## config.mk

```make
export PLATFORM = sky130hd
export DESIGN_NAME = acl_out_tx
export DESIGN_NICKNAME = d
export VERILOG_FILES = /design/src/rtl/acl_out_pkg.sv /design/src/rtl/acl_out_frame_ctr.sv /design/src/rtl/acl_out_frame_build.sv /design/src/rtl/acl_out_shifter.sv /design/src/rtl/acl_out_tx.sv
export SDC_FILE = /design/constraint.sdc
export NUM_CORES = 1
export LEC_CHECK = 0
export BUFFER_PORTS_ARGS = -buffer_cell sky130_fd_sc_hd__buf_2
export CAP_MARGIN = 25
export CELL_PAD_IN_SITES_DETAIL_PLACEMENT = 0
export CELL_PAD_IN_SITES_GLOBAL_PLACEMENT = 2
export CORE_ASPECT_RATIO = 1.2
export CORE_UTILIZATION = 36
export CTS_CLUSTER_DIAMETER = 80
export DETAILED_ROUTE_END_ITERATION = 8
export GPL_TIMING_DRIVEN = 0
export PLACE_DENSITY = 0.77
export SLEW_MARGIN = 20
export SYNTH_ARGS = -nofsm -noshare
export SYNTH_HDL_FRONTEND = slang
export SYNTH_SLANG_ARGS = --single-unit
```

## constraint.sdc

```tcl
create_clock -name clk_i -period 2.3 [get_ports clk_i]
set_input_delay 0.115 -clock clk_i [delete_from_list [all_inputs] [get_ports clk_i]]
set_output_delay 0.115 -clock clk_i [all_outputs]
set_load 0.02 [all_outputs]
```

## src/rtl/acl_out_pkg.sv

```systemverilog
package acl_out_pkg;
  localparam int TAG_W      = 16;
  localparam int SLOT_W     = 20;
  localparam int DATA_SLOTS = 12;
  localparam int ADDR_W     = 7;
  localparam int REG_W      = 16;
  localparam int ID_W       = 2;
  localparam int PCM_W      = 20;
  localparam int FRAME_W    = TAG_W + DATA_SLOTS * SLOT_W;

  // tag bit positions decoded by the codec
  localparam int TB_FRAME = 15;
  localparam int TB_CADDR = 14;
  localparam int TB_CDATA = 13;
  localparam int TB_PCM_L = 12;
  localparam int TB_PCM_R = 11;

  typedef struct packed {
    logic              rd;
    logic [ADDR_W-1:0] addr;
    logic [REG_W-1:0]  data;
    logic [ID_W-1:0]   id;
  } reg_cmd_t;
endpackage

```

## src/rtl/acl_out_frame_ctr.sv

```systemverilog
module acl_out_frame_ctr #(
  parameter int FRAME_W = 256,
  parameter int TAG_W   = 16,
  parameter int CNT_W   = $clog2(FRAME_W)
) (
  input  logic             clk_i,
  input  logic             rst_ni,
  output logic [CNT_W-1:0] bit_idx_o,
  output logic             load_o,
  output logic             sync_o
);
  localparam logic [CNT_W-1:0] LAST = CNT_W'(FRAME_W - 1);

  logic [CNT_W-1:0] cnt_q, cnt_d;
  logic             sync_q;

  assign cnt_d = (cnt_q == LAST) ? '0 : cnt_q + 1'b1;

  // reset parks on the last bit so the first frame loads right after release
  always_ff @(posedge clk_i or negedge rst_ni) begin
    if (!rst_ni) begin
      cnt_q  <= LAST;
      sync_q <= 1'b0;
    end else begin
      cnt_q  <= cnt_d;
      sync_q <= (cnt_d < CNT_W'(TAG_W));
    end
  end

  assign bit_idx_o = cnt_q;
  assign load_o    = (cnt_q == LAST);
  assign sync_o    = sync_q;

  p_ready_once_r2: assert property (@(posedge clk_i) disable iff (!rst_ni)
    load_o |=> !load_o);
  p_sync_after_ready_r2: assert property (@(posedge clk_i) disable iff (!rst_ni)
    $rose(sync_o) |-> $past(load_o));
endmodule

```

## src/rtl/acl_out_frame_build.sv

```systemverilog
module acl_out_frame_build
  import acl_out_pkg::*;
#(
  parameter int PCM_BITS = PCM_W
) (
  input  logic                cmd_valid_i,
  input  reg_cmd_t            cmd_i,
  input  logic                pcm_l_valid_i,
  input  logic [PCM_BITS-1:0] pcm_l_i,
  input  logic                pcm_r_valid_i,
  input  logic [PCM_BITS-1:0] pcm_r_i,
  output logic [FRAME_W-1:0]  frame_o
);
  logic [SLOT_W-1:0] l_word, r_word;

  // samples sit MSB justified in the slot, low bits stuffed with zero
  if (PCM_BITS == SLOT_W) begin : g_pcm_full
    assign l_word = pcm_l_i;
    assign r_word = pcm_r_i;
  end else begin : g_pcm_pad
    assign l_word = {pcm_l_i, {(SLOT_W - PCM_BITS){1'b0}}};
    assign r_word = {pcm_r_i, {(SLOT_W - PCM_BITS){1'b0}}};
  end

  logic              is_sec, is_wr;
  logic [TAG_W-1:0]  tag;
  logic [SLOT_W-1:0] slot [1:DATA_SLOTS];

  assign is_sec = cmd_valid_i && (cmd_i.id != '0);
  assign is_wr  = cmd_valid_i && !cmd_i.rd;

  always_comb begin
    tag           = '0;
    tag[TB_FRAME] = cmd_valid_i | pcm_l_valid_i | pcm_r_valid_i;
    tag[TB_CADDR] = cmd_valid_i && !is_sec;
    tag[TB_CDATA] = is_wr && !is_sec;
    tag[TB_PCM_L] = pcm_l_valid_i;
    tag[TB_PCM_R] = pcm_r_valid_i;
    tag[ID_W-1:0] = cmd_valid_i ? cmd_i.id : '0;
  end

  always_comb begin
    for (int s = 1; s <= DATA_SLOTS; s++) slot[s] = '0;
    if (cmd_valid_i) slot[1] = {cmd_i.rd, cmd_i.addr, {(SLOT_W - 1 - ADDR_W){1'b0}}};
    if (is_wr)       slot[2] = {cmd_i.data, {(SLOT_W - REG_W){1'b0}}};
    if (pcm_l_valid_i) slot[3] = l_word;
    if (pcm_r_valid_i) slot[4] = r_word;
  end

  always_comb begin
    frame_o = '0;
    frame_o[FRAME_W-1 -: TAG_W] = tag;
    for (int s = 1; s <= DATA_SLOTS; s++)
      frame_o[FRAME_W - TAG_W - (s - 1) * SLOT_W - 1 -: SLOT_W] = slot[s];
  end
endmodule

```

## src/rtl/acl_out_shifter.sv

```systemverilog
module acl_out_shifter #(
  parameter int FRAME_W = 256
) (
  input  logic               clk_i,
  input  logic               rst_ni,
  input  logic               load_i,
  input  logic [FRAME_W-1:0] frame_i,
  output logic               sdata_o
);
  logic [FRAME_W-1:0] shift_q;

  always_ff @(posedge clk_i or negedge rst_ni) begin
    if (!rst_ni)     shift_q <= '0;
    else if (load_i) shift_q <= frame_i;
    else             shift_q <= {shift_q[FRAME_W-2:0], 1'b0};
  end

  assign sdata_o = shift_q[FRAME_W-1];
endmodule

```

## src/rtl/acl_out_tx.sv

```systemverilog
module acl_out_tx
  import acl_out_pkg::*;
(
  input  logic              clk_i,
  input  logic              rst_ni,
  input  logic              cmd_valid_i,
  output logic              cmd_ready_o,
  input  logic              cmd_rd_i,
  input  logic [ADDR_W-1:0] cmd_addr_i,
  input  logic [REG_W-1:0]  cmd_wdata_i,
  input  logic [ID_W-1:0]   cmd_id_i,
  input  logic              pcm_l_valid_i,
  input  logic [PCM_W-1:0]  pcm_l_i,
  input  logic              pcm_r_valid_i,
  input  logic [PCM_W-1:0]  pcm_r_i,
  output logic              sync_o,
  output logic              sdata_o
);
  localparam int CNT_W     = $clog2(FRAME_W);
  localparam int PAD_FIRST = TAG_W - 1 - (TB_PCM_R - 1);
  localparam int PAD_LAST  = TAG_W - 1 - ID_W;
  localparam int TAIL_FROM = TAG_W + 4 * SLOT_W;

  logic [CNT_W-1:0]   bit_idx;
  logic               load;
  logic [FRAME_W-1:0] frame;
  reg_cmd_t           cmd;

  assign cmd = '{rd: cmd_rd_i, addr: cmd_addr_i, data: cmd_wdata_i, id: cmd_id_i};

  acl_out_frame_ctr #(.FRAME_W(FRAME_W), .TAG_W(TAG_W), .CNT_W(CNT_W)) u_ctr (
    .clk_i, .rst_ni, .bit_idx_o(bit_idx), .load_o(load), .sync_o(sync_o)
  );

  acl_out_frame_build #(.PCM_BITS(PCM_W)) u_build (
    .cmd_valid_i, .cmd_i(cmd), .pcm_l_valid_i, .pcm_l_i,
    .pcm_r_valid_i, .pcm_r_i, .frame_o(frame)
  );

  acl_out_shifter #(.FRAME_W(FRAME_W)) u_shift (
    .clk_i, .rst_ni, .load_i(load), .frame_i(frame), .sdata_o(sdata_o)
  );

  assign cmd_ready_o = load;

  p_tag_any_r4: assert property (@(posedge clk_i) disable iff (!rst_ni)
    load |=> (sdata_o == $past(cmd_valid_i | pcm_l_valid_i | pcm_r_valid_i)));
  p_sec_caddr_r6: assert property (@(posedge clk_i) disable iff (!rst_ni)
    (load && cmd_valid_i && cmd_id_i != '0) |=> ##1 !sdata_o);
  p_sec_cdata_r6: assert property (@(posedge clk_i) disable iff (!rst_ni)
    (load && cmd_valid_i && cmd_id_i != '0) |=> ##2 !sdata_o);
  p_tag_pad_r7: assert property (@(posedge clk_i) disable iff (!rst_ni)
    (sync_o && bit_idx >= CNT_W'(PAD_FIRST) && bit_idx <= CNT_W'(PAD_LAST)) |-> !sdata_o);
  p_tail_zero_r10: assert property (@(posedge clk_i) disable iff (!rst_ni)
    (bit_idx >= CNT_W'(TAIL_FROM)) |-> !sdata_o);
endmodule

```

==> reports/metrics.cfg, run 1 <==
[clocking]
max-clock-path-buffers=2
cts_sinks=105
h-tree-depth=3
cts_tree=built
clk-insertion-delay-late_ps=330
worst_setup_hold_path_clk_slew_ps=70
cts_buffers=9
clockRootBuffer=clkbuf_16

[power]
p_int_w=0.00286
peakVddDrop_uv=308
power.share.switching_pct=20.3
seqPwrFrac_pct=51.5
total_leakage_power_nw=2.43
power.share.clock_pct=44.3
powerDensity_nw_per_um2=668
power.share.combinational_pct=4.3
p_switching_w=0.000727
fin_total_pwr_w=0.00359

[timing]
period_needed_ps=2130
fmax_mhz=469
setup_tns_after_final_layout_ps=0
final_min_period_over_clock_period_pct=92.7
finalClockSkew_ps=5.72
setup_violations_final=0
timing.final.max_slew_violations=0
worst_slew_margin_rel_pct=67.9
fin_hold_ws_ps=16.1
hold_violations=0
worst-slew-pin-transition_ps=482
unrepaired_setup_endpoints_after_global_routing=false

[layout]
design.final.nets=543
filler_cell_count=1135
fin_area_um2=5370
syn_to_final_growth_pct=22.9
final-instance-count-excl-fill=633
drive_gt1_share_pct=25.7

[global_route]
grt_start_max_net_pins=60
antenna_found_initial=1
wire_length_of_the_first_global_routing_pass_um=12200
grt_pass1_vias=2570
grtUsageTotal_pct=12.8
gr-total-overflow=0

[worst_setup_path]
worst_r2r_endpoint=u_shift.shift_q[255]
crit_start_category=flip-flop
crit_chain=ha_1, and3_4, and3_4, and3_1, buf_6, buf_12, buf_4
crit_end=cmd_ready_o
worst_path_max_delay_cell=dfstp_2
critical_path_class=flip-flop to output port
worst_path_dominant_cell_family=simple AND/OR/NAND/NOR gates
worstReg2RegStart=u_ctr.bit_idx_o[0]
reg2reg_setup_slack_ps=200
reg2regPathDepth=8
timing.critical_path.slowest_cell_delay_ps=550
critical_path.startpoint=u_ctr.bit_idx_o[0]
cp_num_cells=7
required_ps=2180
critical-path-top-cell-by-count=and3_4
crit_fanout=13
setup.worst_path.end_class=output port
critPathArrivalTime_ps=2020
worst-path-buf-inv=3

[die]
fp.dieH_um=123
floorplan.rows=43
design.die.area_um2=12600
core_um2=11700
initial_utilization_pct=37.4
die_x_um=103
io_pins=74

[placed_design]
placed_area_um2=4960
place.detailed.instances=608
gpl.final_weighted_congestion=0.686
port-buffer-count=73
hpwlAfterDp_um=4970

[routing]
mean_routed_wirelength_per_cell_um=11.6
detail_route.iter0.violations=82
vias=2644
ant_nets=0
routed_via_density=4.18
drt_pre_antenna_iters=4
remaining_drc_errors=0
postRouteWirelength_um=7370

[synthesis]
ys_types=27
syn_inst=377
synthesized_area_divided_by_synthesized_cell_count_um2=11.6
synth_seq_area_share_pct=60.4
synth.ff_latch_count=105
mappedNetlistArea_um2=4370
synth.net_count=449
synthDominantCellAreaShare_pct=55.6
yosysWarnings=0
synth_area_leader_cell=dfrtp_1
cell_types_with_the_largest_area_share_after_synthesis=dfrtp_1 (56%), mux2i_1 (15%), inv_1 (5.8%)

[min_path]
hold_path.class=input port to flip-flop

[run_status]
outcome=complete, no violations

[run]
maxCapViolations=0

[kinds of logic after synthesis]
group,count (synthesis),share of synthesized area [%]
simple gates,107,11.6
mux,70,16.2
buf+inv,86,9.94
flops,105,60.4
xor+xnor,5,1.00
compound gates,3,0.573
fa+ha+maj,1,0.286
[Yosys cell counts, drive strengths merged]
| library cell | n |
|---|---|
| nand2 | 67 |
| o41ai | 1 |
| o2111ai | 1 |
| dfstp | 8 |
| or3 | 1 |
| xnor2 | 2 |
| and3 | 4 |
| clkbuf | 7 |
| mux2 | 5 |
| inv | 67 |
| nor2 | 3 |
| nor4 | 1 |
| nor3b | 1 |
| xor2 | 3 |
| mux2i | 65 |
| and4 | 1 |
| ha | 1 |
| nor2b | 28 |
| a21o | 1 |
| dfrtp | 97 |
| nand3 | 1 |
| buf | 12 |
[metal layers]
metal  up-vias  routed length (um)  global-route usage, %
met3         5                 370                   3.99
met1      1245                3670                   17.0
li1       1334                   -                      -
met5         -                   0                      0
met2        60                3260                   19.5
met4         0                  68                   4.55
[timing repair]
item | 4_1_cts | 5_1_grt
setup endpoints to repair | 1 | 1
hold endpoints to repair | 38 | 0
gates resized for setup | 1 | 0
buffers inserted | 0 | 9
hold buffers | 1 | 0
[worst min path at each step]
| stage | slack, ps | from | to | depth (start not counted) |
|---|---|---|---|---|
| 3_3_place_gp | 360 | cmd_wdata_i[6] | u_shift.shift_q[210] | 3 |
| 3_5_place_dp | 80 | rst_ni | u_shift.shift_q[238] | 1 |
| 4_1_cts | 7 | cmd_wdata_i[5] | u_shift.shift_q[209] | 3 |
| 2_1_floorplan | -180 | rst_ni | u_ctr.sync_o | 0 |
| 5_1_grt | 10 | cmd_wdata_i[5] | u_shift.shift_q[209] | 3 |
| 6_report | 20 | cmd_wdata_i[5] | u_shift.shift_q[209] | 3 |
[state kept, by name, summed over array words and instances, names as in the netlist]
register / count
u_ctr.sync_o: 1
u_ctr.bit_idx_o: 8
u_shift.shift_q: 96
[through the flow]
step / worst slack [ps] / utilization (%)
after CTS: 51.2 / 45.2
final: 168 / 46.0
after global routing: 77.2 / 46.0
after detailed placement: 248 / 42.5
after floorplan: 370 / -
after global placement: -48.8 / 42.2
[power by group through the flow]
stage | combinational, W | clock, W | sequential (W)
finish | 0.000153 | 0.00159 | 0.00185
global route | 0.000179 | 0.00172 | 0.00184
CTS | 0.000160 | 0.00164 | 0.00185
detailed placement | 0.000158 | 0 | 0.00188
global placement | 0.000150 | 0 | 0.00188
floorplan | 0.0000397 | 0 | 0.00188
[worst register-to-register path, delay by kind of cell, from the launching register on]
family	cells	cell delay, ps
AND/OR/NAND/NOR	3	570
buffers and inverters	3	360
adder cells (fa/ha/maj)	1	180
flip-flops	1	550
multiplexers	1	320
[layout by cell type (no fill, tap or decap), types with 5 or more instances in the layout]
| master | Yosys | final |
|---|---|---|
| nor2b_1 | 28 | 28 |
| mux2i_1 | 65 | 65 |
| clkbuf_16 | 0 | 9 |
| buf_4 | 1 | 9 |
| dfstp_2 | 8 | 8 |
| nand2_1 | 67 | 67 |
| dfrtp_1 | 97 | 97 |
| clkbuf_1 | 7 | 8 |
| mux2_2 | 5 | 5 |
| inv_1 | 67 | 67 |
| buf_8 | 6 | 6 |
| buf_2 | 1 | 72 |
[cell type report]
class                   instances  area (um2)  area share (%)
repair buffers                 84         504            9.39
clock buffers                  10         229            4.27
multi-input cells             186        1290            24.1
plain buffers                  18         171            3.19
clock inverters                 5        80.1            1.49
well taps                     157         196            3.66
diodes                          1        2.50          0.0466
flip-flops and latches        105        2640            49.1
inverters                      67         251            4.69
Note: power is estimated with default switching activity, not from simulation.
==> inputs of run 2 (changes only) <==
- ABC_AREA: default -> 1
- CORE_UTILIZATION: 36 -> 39
- PLACE_DENSITY: 0.77 -> 0.82
- SYNTH_HIERARCHICAL: default -> 1
==> reports/metrics.cfg, run 2 <==
[synthesis]
async_reset_ff_share_pct=100
leading_cell_type_by_number_of_instances_after_synthesis=nand2_1
synth_fa_ha_area_share_pct=0.102
share_of_synthesized_area_spent_on_multiplexers_pct=0
ys_types=22
yosysWarnings=6
synth_area_leader_cell=dfrtp_1
synthesized_area_divided_by_synthesized_cell_count_um2=8.31
synthXorXnorAreaFrac_pct=0.143
synth-edff-count=0
syn_inst=1472
ys_top_cells_by_count=nand2_1 (832), dfrtp_1 (257), buf_4 (195), inv_1 (84), buf_6 (27)
synth_seq_area_share_pct=54.3
synth-compound-area-share_pct=0.0409
synthDominantCellAreaShare_pct=52.5
cell_types_with_the_largest_area_share_after_synthesis=dfrtp_1 (53%), nand2_1 (26%), buf_4 (12%)
mappedNetlistArea_um2=12200
synth.ff_latch_count=265
largest_family_of_logic_cells_by_synthesized_area=simple AND/OR/NAND/NOR gates
simple_gate_share_of_the_synthesized_area_pct=27.0
top_reg_cell_synth=dfrtp_1

[timing]
finalClockSkew_ps=9.97
hold_violations=0
unrepaired_setup_endpoints_after_global_routing=false
worst-slew-pin-transition_ps=714
period_needed_ps=2080
final_min_period_over_clock_period_pct=90.6
worst_slew_margin_rel_pct=52.4
timing.final.max_slew_violations=0
setup_violations_final=0
fmax_mhz=480

[layout]
max_reg_flops=256
filler_cell_count=3035
antenna_cells=0
leading_cell_type_in_the_layout_fill_and_taps_excluded=nand2_1
registers.top_by_ff_count=u_shift/shift_q
design.final.nets=1907
most_frequent_cells_in_the_layout=nand2_1 (832), dfrtp_1 (257), buf_4 (195)
fin_util_pct=50.5
multi_input_area_um2=4040
drive_gt1_share_pct=20.7
syn_to_final_growth_pct=26.6
seq_area_um2=6640

[worst_setup_path]
critical-path-top-cell-by-count=nand2_1
worst_r2r_endpoint=u_shift/shift_q[206]
reg2regPathDepth=10
required_ps=2770
critical_path_class=flip-flop to flip-flop
crit_start_category=flip-flop
crit_fanout=10
worst-path-buf-inv=5
reg2reg_setup_slack_ps=220
worstReg2RegStart=u_ctr/bit_idx_o[0]
worst_path_max_delay_cell=dfstp_2
worst_path_dominant_cell_family=buffers and inverters
setup.worst_path.end_class=flip-flop
crit_chain=ha_1, nand2_1, inv_1, nand3_4, inv_1, buf_4, buf_4, buf_2, nand2_1, nand2_1
critPathArrivalTime_ps=2550
timing.critical_path.slowest_cell_delay_ps=550

[min_path]
hold_path.class=input port to async pin

[die]
core_um2=30700
floorplan.rows=70
die_x_um=164
initial_utilization_pct=39.9
fp.dieH_um=196
io_pins=74
design.die.area_um2=32100

[routing]
ant_nets=0
routed_via_density=3.75
mean_routed_wirelength_per_cell_um=9.08
detail_route.iter0.violations=441
vias=8432
drt_pre_antenna_iters=4
remaining_drc_errors=0
postRouteWirelength_um=20400

[global_route]
gr-total-overflow=0
wire_length_of_the_first_global_routing_pass_um=36700
antenna_found_initial=0
grtUsageTotal_pct=13.7
grt_start_max_net_pins=95
grt_pass1_vias=8455

[clocking]
clk-insertion-delay-late_ps=540
cts_setup_buffers=0
max-clock-path-buffers=3
cts_buffers=30
worst_setup_hold_path_clk_slew_ps=60
clockRootBuffer=clkbuf_16
cts_tree=built
ctsResizeCount=0
cts_hold_repair.buffers=72
cts_sinks=265
h-tree-depth=1

[placed_design]
gpl.final_weighted_congestion=0.697
hpwlAfterDp_um=12400
port-buffer-count=73

[run]
maxCapViolations=0

[power]
total_leakage_power_nw=8.60
powerDensity_nw_per_um2=624
peakVddDrop_uv=442
fin_total_pwr_w=0.00966

[run_status]
outcome=complete, no violations

==> run 2: cell types whose count changed after synthesis, moves of 28 or more <==
cell | before | now
mux2i_1 | 65 | 0
nand2_1 | 67 | 832
buf_4 | 1 | 195
nor2b_1 | 28 | 0
dfrtp_1 | 97 | 257
==> run 2: worst reg2reg max path: stages, from the launching register on <==
cell and delay, ps:
dfstp_2 550, ha_1 160, nand2_1 60, inv_1 170, nand3_4 110, inv_1 170
buf_4 180, buf_4 210, buf_2 250, nand2_1 70, nand2_1 80
==> run 2: area by class of cell <==
cell class | count | area share, %
Buffer | 250 | 12.5
Clock buffer | 44 | 5.77
Clock inverter | 4 | 0.129
Inverter | 85 | 2.08
Multi-Input combinational cell | 1056 | 26.0
Sequential cell | 265 | 42.9
Tap cell | 396 | 3.20
Timing Repair Buffer | 147 | 7.43
==> run 2: metal layers <==
layer  GRT usage [%]  wire, um  vias to the layer above  share of wire (%)
met5               0         0                        -                  0
met2            24.3      9590                       82                 47
met3            2.26       736                       26                3.6
met4            3.46       291                        0                1.4
met1            17.2      9790                     3653                 48
li1                -         -                     4671                  -
==> run 2: kinds of logic after synthesis <==
family | Yosys count
buffers and inverters | 335
XOR/XNOR | 2
AO/OA/AOI/OAI | 1
other | 1
AND/OR/NAND/NOR | 867
adder cells (fa/ha/maj) | 1
flip-flops | 265
==> run 2: how the worst max path moves through the flow <==
stage	start	end	slack [ps]	cells past startpoint
final	u_ctr/bit_idx_o[0]	u_shift/shift_q[206]	220	10
after CTS	u_ctr/bit_idx_o[0]	u_shift/shift_q[209]	150	10
after detailed placement	u_ctr/bit_idx_o[0]	u_shift/shift_q[209]	180	10
after global placement	rst_ni	u_shift/shift_q[87]	-3980	1
after global routing	u_ctr/bit_idx_o[0]	u_shift/shift_q[196]	8	10
after floorplan	u_ctr/bit_idx_o[0]	u_shift/shift_q[103]	420	11
==> run 2: metrics by stage <==
stage,setup TNS [ps],setup slack [ps],std cells,hold WS [ps],cell area (um2)
finish,0,215,2247,152,15500
global route,0,7.51,2247,220,15500
CTS,0,147,2247,189,15500
detailed placement,0,176,2127,174,13900
global placement,-1028460,-3980,2125,407,13800
floorplan,0,418,1656,-181,12900
==> run 2: power breakdown <==
group          total, W  leakage, nW  internal (W)  switching (W)
Sequential      0.00467         2.60       0.00467              0
Clock           0.00440        0.455       0.00264        0.00176
Combinational  0.000598         5.55      0.000352       0.000246
Total           0.00966         8.60       0.00766        0.00200
